--- src/rtl/memtype_pkg.sv ---
package memtype_pkg;

  // Type codes shared by the register, the decoder and the combining matrix.
  localparam logic [2:0] MT_UC   = 3'd0;
  localparam logic [2:0] MT_WC   = 3'd1;
  localparam logic [2:0] MT_RSV  = 3'd2;
  localparam logic [2:0] MT_RSV3 = 3'd3;
  localparam logic [2:0] MT_WT   = 3'd4;
  localparam logic [2:0] MT_WP   = 3'd5;
  localparam logic [2:0] MT_WB   = 3'd6;
  localparam logic [2:0] MT_UCM  = 3'd7;

  localparam int unsigned SLOT_W  = 8;
  localparam int unsigned NSLOTS  = 8;
  localparam int unsigned IDX_W   = 3;
  localparam int unsigned ATTR_W  = SLOT_W * NSLOTS;

  // Slots 0..7: WB, WT, UC-, UC repeated.
  localparam logic [63:0] ATTR_RESET = 64'h0007040600070406;

  // A slot value may hold any non-reserved code, UC-minus included.
  function automatic logic slot_legal(input logic [SLOT_W-1:0] v);
    logic hi_zero;
    hi_zero = (v[SLOT_W-1:3] == '0);
    return hi_zero && (v[2:0] != MT_RSV) && (v[2:0] != MT_RSV3);
  endfunction

endpackage

--- src/rtl/attr_store.sv ---
module attr_store
  import memtype_pkg::*;
#(
  parameter int unsigned W_SLOT = SLOT_W,
  parameter int unsigned N_SLOT = NSLOTS,
  parameter logic [W_SLOT*N_SLOT-1:0] RST_VAL = ATTR_RESET
) (
  input  logic                     clk,
  input  logic                     rst_n,
  input  logic                     wr_valid,
  input  logic [W_SLOT*N_SLOT-1:0] wr_data,
  output logic                     wr_err,
  output logic [W_SLOT*N_SLOT-1:0] attr_q
);
  localparam int unsigned REG_W = W_SLOT * N_SLOT;

  logic [N_SLOT-1:0] slot_ok;
  logic              any_bad;
  logic              load_en;
  logic [REG_W-1:0]  attr_d;

  // One legality checker per slot.
  for (genvar g = 0; g < N_SLOT; g++) begin : g_check
    assign slot_ok[g] = slot_legal(wr_data[g*W_SLOT +: W_SLOT]);
  end

  assign any_bad = ~(&slot_ok);
  assign load_en = wr_valid & ~any_bad;
  assign wr_err  = wr_valid & any_bad;

  always_comb begin
    attr_d = attr_q;
    if (load_en) begin
      attr_d = wr_data;
    end
  end

  always_ff @(posedge clk or negedge rst_n) begin
    if (!rst_n) begin
      attr_q <= RST_VAL;
    end else if (load_en) begin
      attr_q <= attr_d;
    end
  end

endmodule

--- src/rtl/attr_index_sel.sv ---
module attr_index_sel
  import memtype_pkg::*;
#(
  parameter int unsigned W_SLOT = SLOT_W,
  parameter int unsigned N_SLOT = NSLOTS
) (
  input  logic                     pte_pat,
  input  logic                     pte_pcd,
  input  logic                     pte_pwt,
  input  logic [W_SLOT*N_SLOT-1:0] attr,
  output logic [W_SLOT-1:0]        slot_val
);
  logic [IDX_W-1:0]  idx;
  logic [W_SLOT-1:0] slots [N_SLOT];

  // Index: write-through bit lowest, attribute bit highest.
  assign idx = {pte_pat, pte_pcd, pte_pwt};

  for (genvar g = 0; g < N_SLOT; g++) begin : g_split
    assign slots[g] = attr[g*W_SLOT +: W_SLOT];
  end

  assign slot_val = slots[idx];

endmodule

--- src/rtl/type_combine.sv ---
module type_combine
  import memtype_pkg::*;
#(
  parameter int unsigned W_SLOT = SLOT_W
) (
  input  logic [2:0]        range_type,
  input  logic [W_SLOT-1:0] page_byte,
  output logic [2:0]        eff
);
  logic       page_rsv;
  logic       range_rsv;
  logic [2:0] pt;

  assign pt        = page_byte[2:0];
  assign page_rsv  = ~slot_legal(page_byte);
  assign range_rsv = (range_type == MT_RSV) || (range_type == MT_RSV3) ||
                     (range_type == MT_UCM);

  always_comb begin
    eff = MT_RSV;
    if (!page_rsv && !range_rsv) begin
      case (range_type)
        MT_UC: eff = (pt == MT_WC) ? MT_WC : MT_UC;
        MT_WC: begin
          case (pt)
            MT_WC, MT_WB, MT_UCM: eff = MT_WC;
            default:              eff = MT_UC;
          endcase
        end
        MT_WT: begin
          case (pt)
            MT_WC:        eff = MT_WC;
            MT_WT, MT_WB: eff = MT_WT;
            MT_WP:        eff = MT_WP;
            default:      eff = MT_UC;
          endcase
        end
        MT_WP: begin
          case (pt)
            MT_WC, MT_UCM: eff = MT_WC;
            MT_WT:         eff = MT_WT;
            MT_WP, MT_WB:  eff = MT_WP;
            default:       eff = MT_UC;
          endcase
        end
        MT_WB:   eff = (pt == MT_UCM) ? MT_UC : pt;
        default: eff = MT_RSV;
      endcase
    end
  end

endmodule

--- src/rtl/pat_mtrr_combiner.sv ---
module pat_mtrr_combiner
  import memtype_pkg::*;
(
  input  logic        clk,
  input  logic        rst_n,
  input  logic        wr_valid,
  input  logic [63:0] wr_data,
  output logic        wr_err,
  input  logic        pte_pat,
  input  logic        pte_pcd,
  input  logic        pte_pwt,
  input  logic [2:0]  range_type,
  output logic [7:0]  page_type,
  output logic [2:0]  eff_type
);
  logic [ATTR_W-1:0] attr_q;

  attr_store #(
    .W_SLOT (SLOT_W),
    .N_SLOT (NSLOTS),
    .RST_VAL(ATTR_RESET)
  ) u_store (
    .clk     (clk),
    .rst_n   (rst_n),
    .wr_valid(wr_valid),
    .wr_data (wr_data),
    .wr_err  (wr_err),
    .attr_q  (attr_q)
  );

  attr_index_sel #(
    .W_SLOT(SLOT_W),
    .N_SLOT(NSLOTS)
  ) u_sel (
    .pte_pat (pte_pat),
    .pte_pcd (pte_pcd),
    .pte_pwt (pte_pwt),
    .attr    (attr_q),
    .slot_val(page_type)
  );

  type_combine #(
    .W_SLOT(SLOT_W)
  ) u_comb (
    .range_type(range_type),
    .page_byte (page_type),
    .eff       (eff_type)
  );

endmodule

--- config.mk ---
export PLATFORM = sky130hd
export DESIGN_NAME = pat_mtrr_combiner
export DESIGN_NICKNAME = d
export VERILOG_FILES = /design/src/rtl/memtype_pkg.sv /design/src/rtl/attr_store.sv /design/src/rtl/attr_index_sel.sv /design/src/rtl/type_combine.sv /design/src/rtl/pat_mtrr_combiner.sv
export SDC_FILE = /design/constraint.sdc
export NUM_CORES = 1
export LEC_CHECK = 0
export ABC_AREA = 1
export BUFFER_PORTS_ARGS = -buffer_cell sky130_fd_sc_hd__buf_2
export CORE_ASPECT_RATIO = 0.8
export CORE_MARGIN = 4
export CORE_UTILIZATION = 34
export DETAILED_ROUTE_END_ITERATION = 16
export PLACE_DENSITY = 0.67
export SLEW_MARGIN = 20
export SYNTH_ARGS = -nofsm -noshare
export SYNTH_HDL_FRONTEND = slang
export SYNTH_SLANG_ARGS = --single-unit
--- constraint.sdc ---
create_clock -name clk -period 1.8 [get_ports clk]
set_input_delay 0 -clock clk [delete_from_list [all_inputs] [get_ports clk]]
set_output_delay 0 -clock clk [all_outputs]
set_load 0.02 [all_outputs]
==> flow_metrics.py <==
metrics = {
    "timing": {
        "fin_crit_ns": 1.86,
        "setup-violations-final": 3,
        "fin_ws_ns": -0.0561,
        "final_max_slew_viol_count": 0,
        "period_share": 1.03,
        "hold_viol_final": 0,
        "slew_headroom": 0.612,
        "clock_skew_ns": 0,
        "worstMarginPinSlew_ns": 0.582,
        "hold_ws_ns": 0.159,
        "max_freq_mhz": 539,
        "rsz0062_at_grt": "yes",
    },
    "cts": {
        "cts-root-buf": "clkbuf_16",
        "cts.sinks": 64,
        "clock_path_buffers": 2,
        "path_clk_slew_ns": 0.06,
        "cts_tree": "done",
        "clk_latency_ns": 0.33,
        "cts_buffers": 9,
        "htreeDepth": 3,
    },
    "finish": {
        "drive_above_1_share": 0.267,
        "regMostFlops": "u_store.attr_q",
        "reg.largest.list": "u_store.attr_q (64)",
        "fin_area_sq_um": 4550,
        "largest_reg_flops": 64,
        "n_fill_cell": 842,
        "synthToLayoutAreaGrowth_pct": 38.0,
        "fin_nets": 641,
        "antenna_cells": 0,
    },
    "hold_path": {
        "hold_path.class": "in2reg",
    },
    "synthesis": {
        "muxShareOfSynthArea": 0,
        "syn-cell-area_sq_um": 3300,
        "yosys.area.top_type_share": 0.395,
        "ys_types": 25,
        "yosys.area.top_type": "dfrtp_1",
        "synthXorXnorAreaFrac": 0,
        "syn_nets": 526,
        "synth_edf_count": 0,
        "syn_avg_cell_area_sq_um": 7.28,
        "yosysWarningCount": 0,
        "synth_seq_cells": 64,
        "synth_top_family_by_area": "simple AND/OR/NAND/NOR gates",
        "synth_flop_cell": "dfrtp_1",
        "synth_seq_area_share": 0.490,
        "postSynthCellCount": 453,
        "synth_compound_area_frac": 0.0717,
        "synthAdderAreaFrac": 0,
        "synth.area.top_cells": "dfrtp_1 39%, nand2_1 16%, dfstp_2 9.6%",
        "async_flop_share": 1.00,
        "synth_simple_gate_area_share": 0.311,
    },
    "route": {
        "via_per_inst": 4.70,
        "drc_errors": 0,
        "wl_per_cell_um": 13.0,
        "first_pass_iters": 4,
        "vias": 3232,
        "ant_nets": 0,
        "wirelength_mm": 8.92,
        "dr.first_iter.drc_count": 310,
    },
    "global_route": {
        "overflow": 0,
        "gr-usage-all-layers": 0.168,
        "grt_first_pass_wirelength_mm": 15.4,
        "grt_pass1_vias": 3219,
        "antenna_found_initial": 0,
        "grt_max_degree": 65,
    },
    "placement": {
        "dpl.hpwl_mm": 6.15,
        "dpl-instance-area_sq_um": 3840,
        "port_buffers": 84,
        "place.gp.congestion": 0.869,
    },
    "power": {
        "switching_share": 0.242,
        "p_sw_uw": 908,
        "ir_worst_vdd_v": 0.000544,
        "totalPowerFinal_mw": 3.76,
        "seqPwrFrac": 0.383,
        "p_leak_nw": 2.63,
        "pwr_density_cell_nw_per_um2": 826,
        "p_clk_frac": 0.504,
        "power.internal_mw": 2.85,
        "comb_power_share": 0.113,
    },
    "setup_path": {
        "cp_top_family": "simple AND/OR/NAND/NOR gates",
        "cp_slowest_stage_delay_ns": 0.53,
        "worstSetupEndpointType": "output port",
        "crit_type": "reg2out",
        "worstPathRequired_ns": 1.80,
        "cpMostUsedCell": "nand2_1",
        "cp.arrival_ns": 1.86,
        "cp_max_fo": 6,
        "path_buf_inv": 2,
        "start_kind": "register",
        "slowest_stage": "dfstp_2",
        "crit_chain": "inv_2, nand2_1, nand3_1, nand2_1, nand2_1, nand2_2, nor2_1, a21oi_2, nand2_1, a21oi_2, buf_4",
    },
    "status": {
        "violations": "setup timing",
        "status": "finished with violations",
    },
    "die": {
        "coreArea_sq_um": 9270,
        "ioPinCount": 85,
        "fp-row-count": 31,
        "start_util": 0.356,
        "fp.dieArea_sq_um": 11400,
        "die_h_um": 96.1,
        "die_x_um": 118,
    },
    "job": {
        "drv_cap": 0,
    },
}
metal layers:
metal | wire [um] | global-route usage | vias to the layer above
met2 | 4290 | 0.272 | 77
met4 | 77 | 0.0624 | 0
met3 | 466 | 0.0376 | 10
met1 | 4090 | 0.222 | 1503
met5 | 0 | 0 | -
li1 | - | - | 1642
worst register-to-register path, delay by kind of cell, from the launching register on:
| family | cells | cell delay (ns) |
|---|---|---|
| flops | 1 | 0.53 |
| simple gates | 2 | 0.11 |
| buf+inv | 1 | 0.10 |
cells in the mapped netlist, types with 2 or more instances:
| cell | count |
|---|---|
| clkbuf_1 | 14 |
| dfstp_2 | 12 |
| a21oi_1 | 2 |
| nor4_1 | 10 |
| o22ai_1 | 3 |
| o21ai_1 | 14 |
| buf_2 | 7 |
| nor2_2 | 2 |
| o21ai_0 | 15 |
| dfrtp_1 | 52 |
| inv_1 | 83 |
| nand4_1 | 26 |
| o211ai_1 | 5 |
| nand2_1 | 144 |
| nor2_1 | 39 |
| nand3_1 | 16 |
metrics by stage:
| stage | util | TNS, ns | instances | worst slack (ns) |
|---|---|---|---|---|
| 4_1_cts | 0.481 | -0.0401 | 682 | -0.0356 |
| 3_5_place_dp | 0.414 | 0 | 640 | 0.170 |
| 2_1_floorplan | - | 0 | 453 | 0.210 |
| 3_3_place_gp | 0.414 | 0 | 640 | 0.260 |
| 5_1_grt | 0.491 | -0.499 | 688 | -0.190 |
| 6_report | 0.491 | -0.0794 | 688 | -0.0561 |
power groups by stage:
| stage | registers [mW] | clock network, mW | logic, mW |
|---|---|---|---|
| 2_1_floorplan | 1.47 | 0 | 0.172 |
| 3_3_place_gp | 1.47 | 0 | 0.341 |
| 3_5_place_dp | 1.47 | 0 | 0.348 |
| 4_1_cts | 1.44 | 1.93 | 0.406 |
| 5_1_grt | 1.44 | 1.99 | 0.475 |
| 6_report | 1.44 | 1.89 | 0.425 |
layout make-up:
class | count | area [sq um] | area share
sequential | 64 | 1620 | 0.355
multi-input combinational | 282 | 1320 | 0.290
timing repair buffer | 127 | 830 | 0.182
inverter | 84 | 315 | 0.0693
clock buffer | 9 | 225 | 0.0495
tap | 115 | 144 | 0.0316
clock inverter | 7 | 103 | 0.0225
path summary, 6_finish.rpt:
kind / start / endpoint / slack, ns / depth (start not counted)
max: u_store.attr_q[17] / eff_type[0] / -0.06 / 11
min: wr_valid / u_store.attr_q[16] / 0.16 / 4
max reg2reg: u_store.attr_q[16] / u_store.attr_q[16] / 1.00 / 3
min reg2reg: u_store.attr_q[10] / u_store.attr_q[10] / 0.46 / 2
max in group asynchronous: rst_n / u_store.attr_q[55] / 0.86 / 3
min in group asynchronous: rst_n / u_store.attr_q[40] / 0.20 / 2
cells by family after synthesis:
| family | count (synthesis) |
|---|---|
| AO/OA/AOI/OAI | 42 |
| buffers and inverters | 107 |
| flip-flops | 64 |
| AND/OR/NAND/NOR | 240 |
cells in the final DEF (no fill, tap or decap), drive strengths merged:
master / count
a21boi: 1
a21oi: 3
buf: 102
bufinv: 2
clkbuf: 9
clkinv: 2
clkinvlp: 1
dfrtp: 52
dfstp: 12
dlygate4sd3: 25
inv: 86
nand2: 145
nand3: 17
nand4: 26
nor2: 41
nor4: 10
o2111ai: 1
o211ai: 5
o21ai: 29
o22ai: 3
or2: 1
repair_timing:
item | 4_1_cts | 5_1_grt
gates resized for setup | 14 | 11
setup endpoints to repair | 3 | 10
buffers inserted | 1 | 6
pin swaps | 6 | 6
hold buffers | 25 | 0
endpoints found under the hold margin | 36 | 0
No activity file was read; power rests on OpenSTA's default activity.
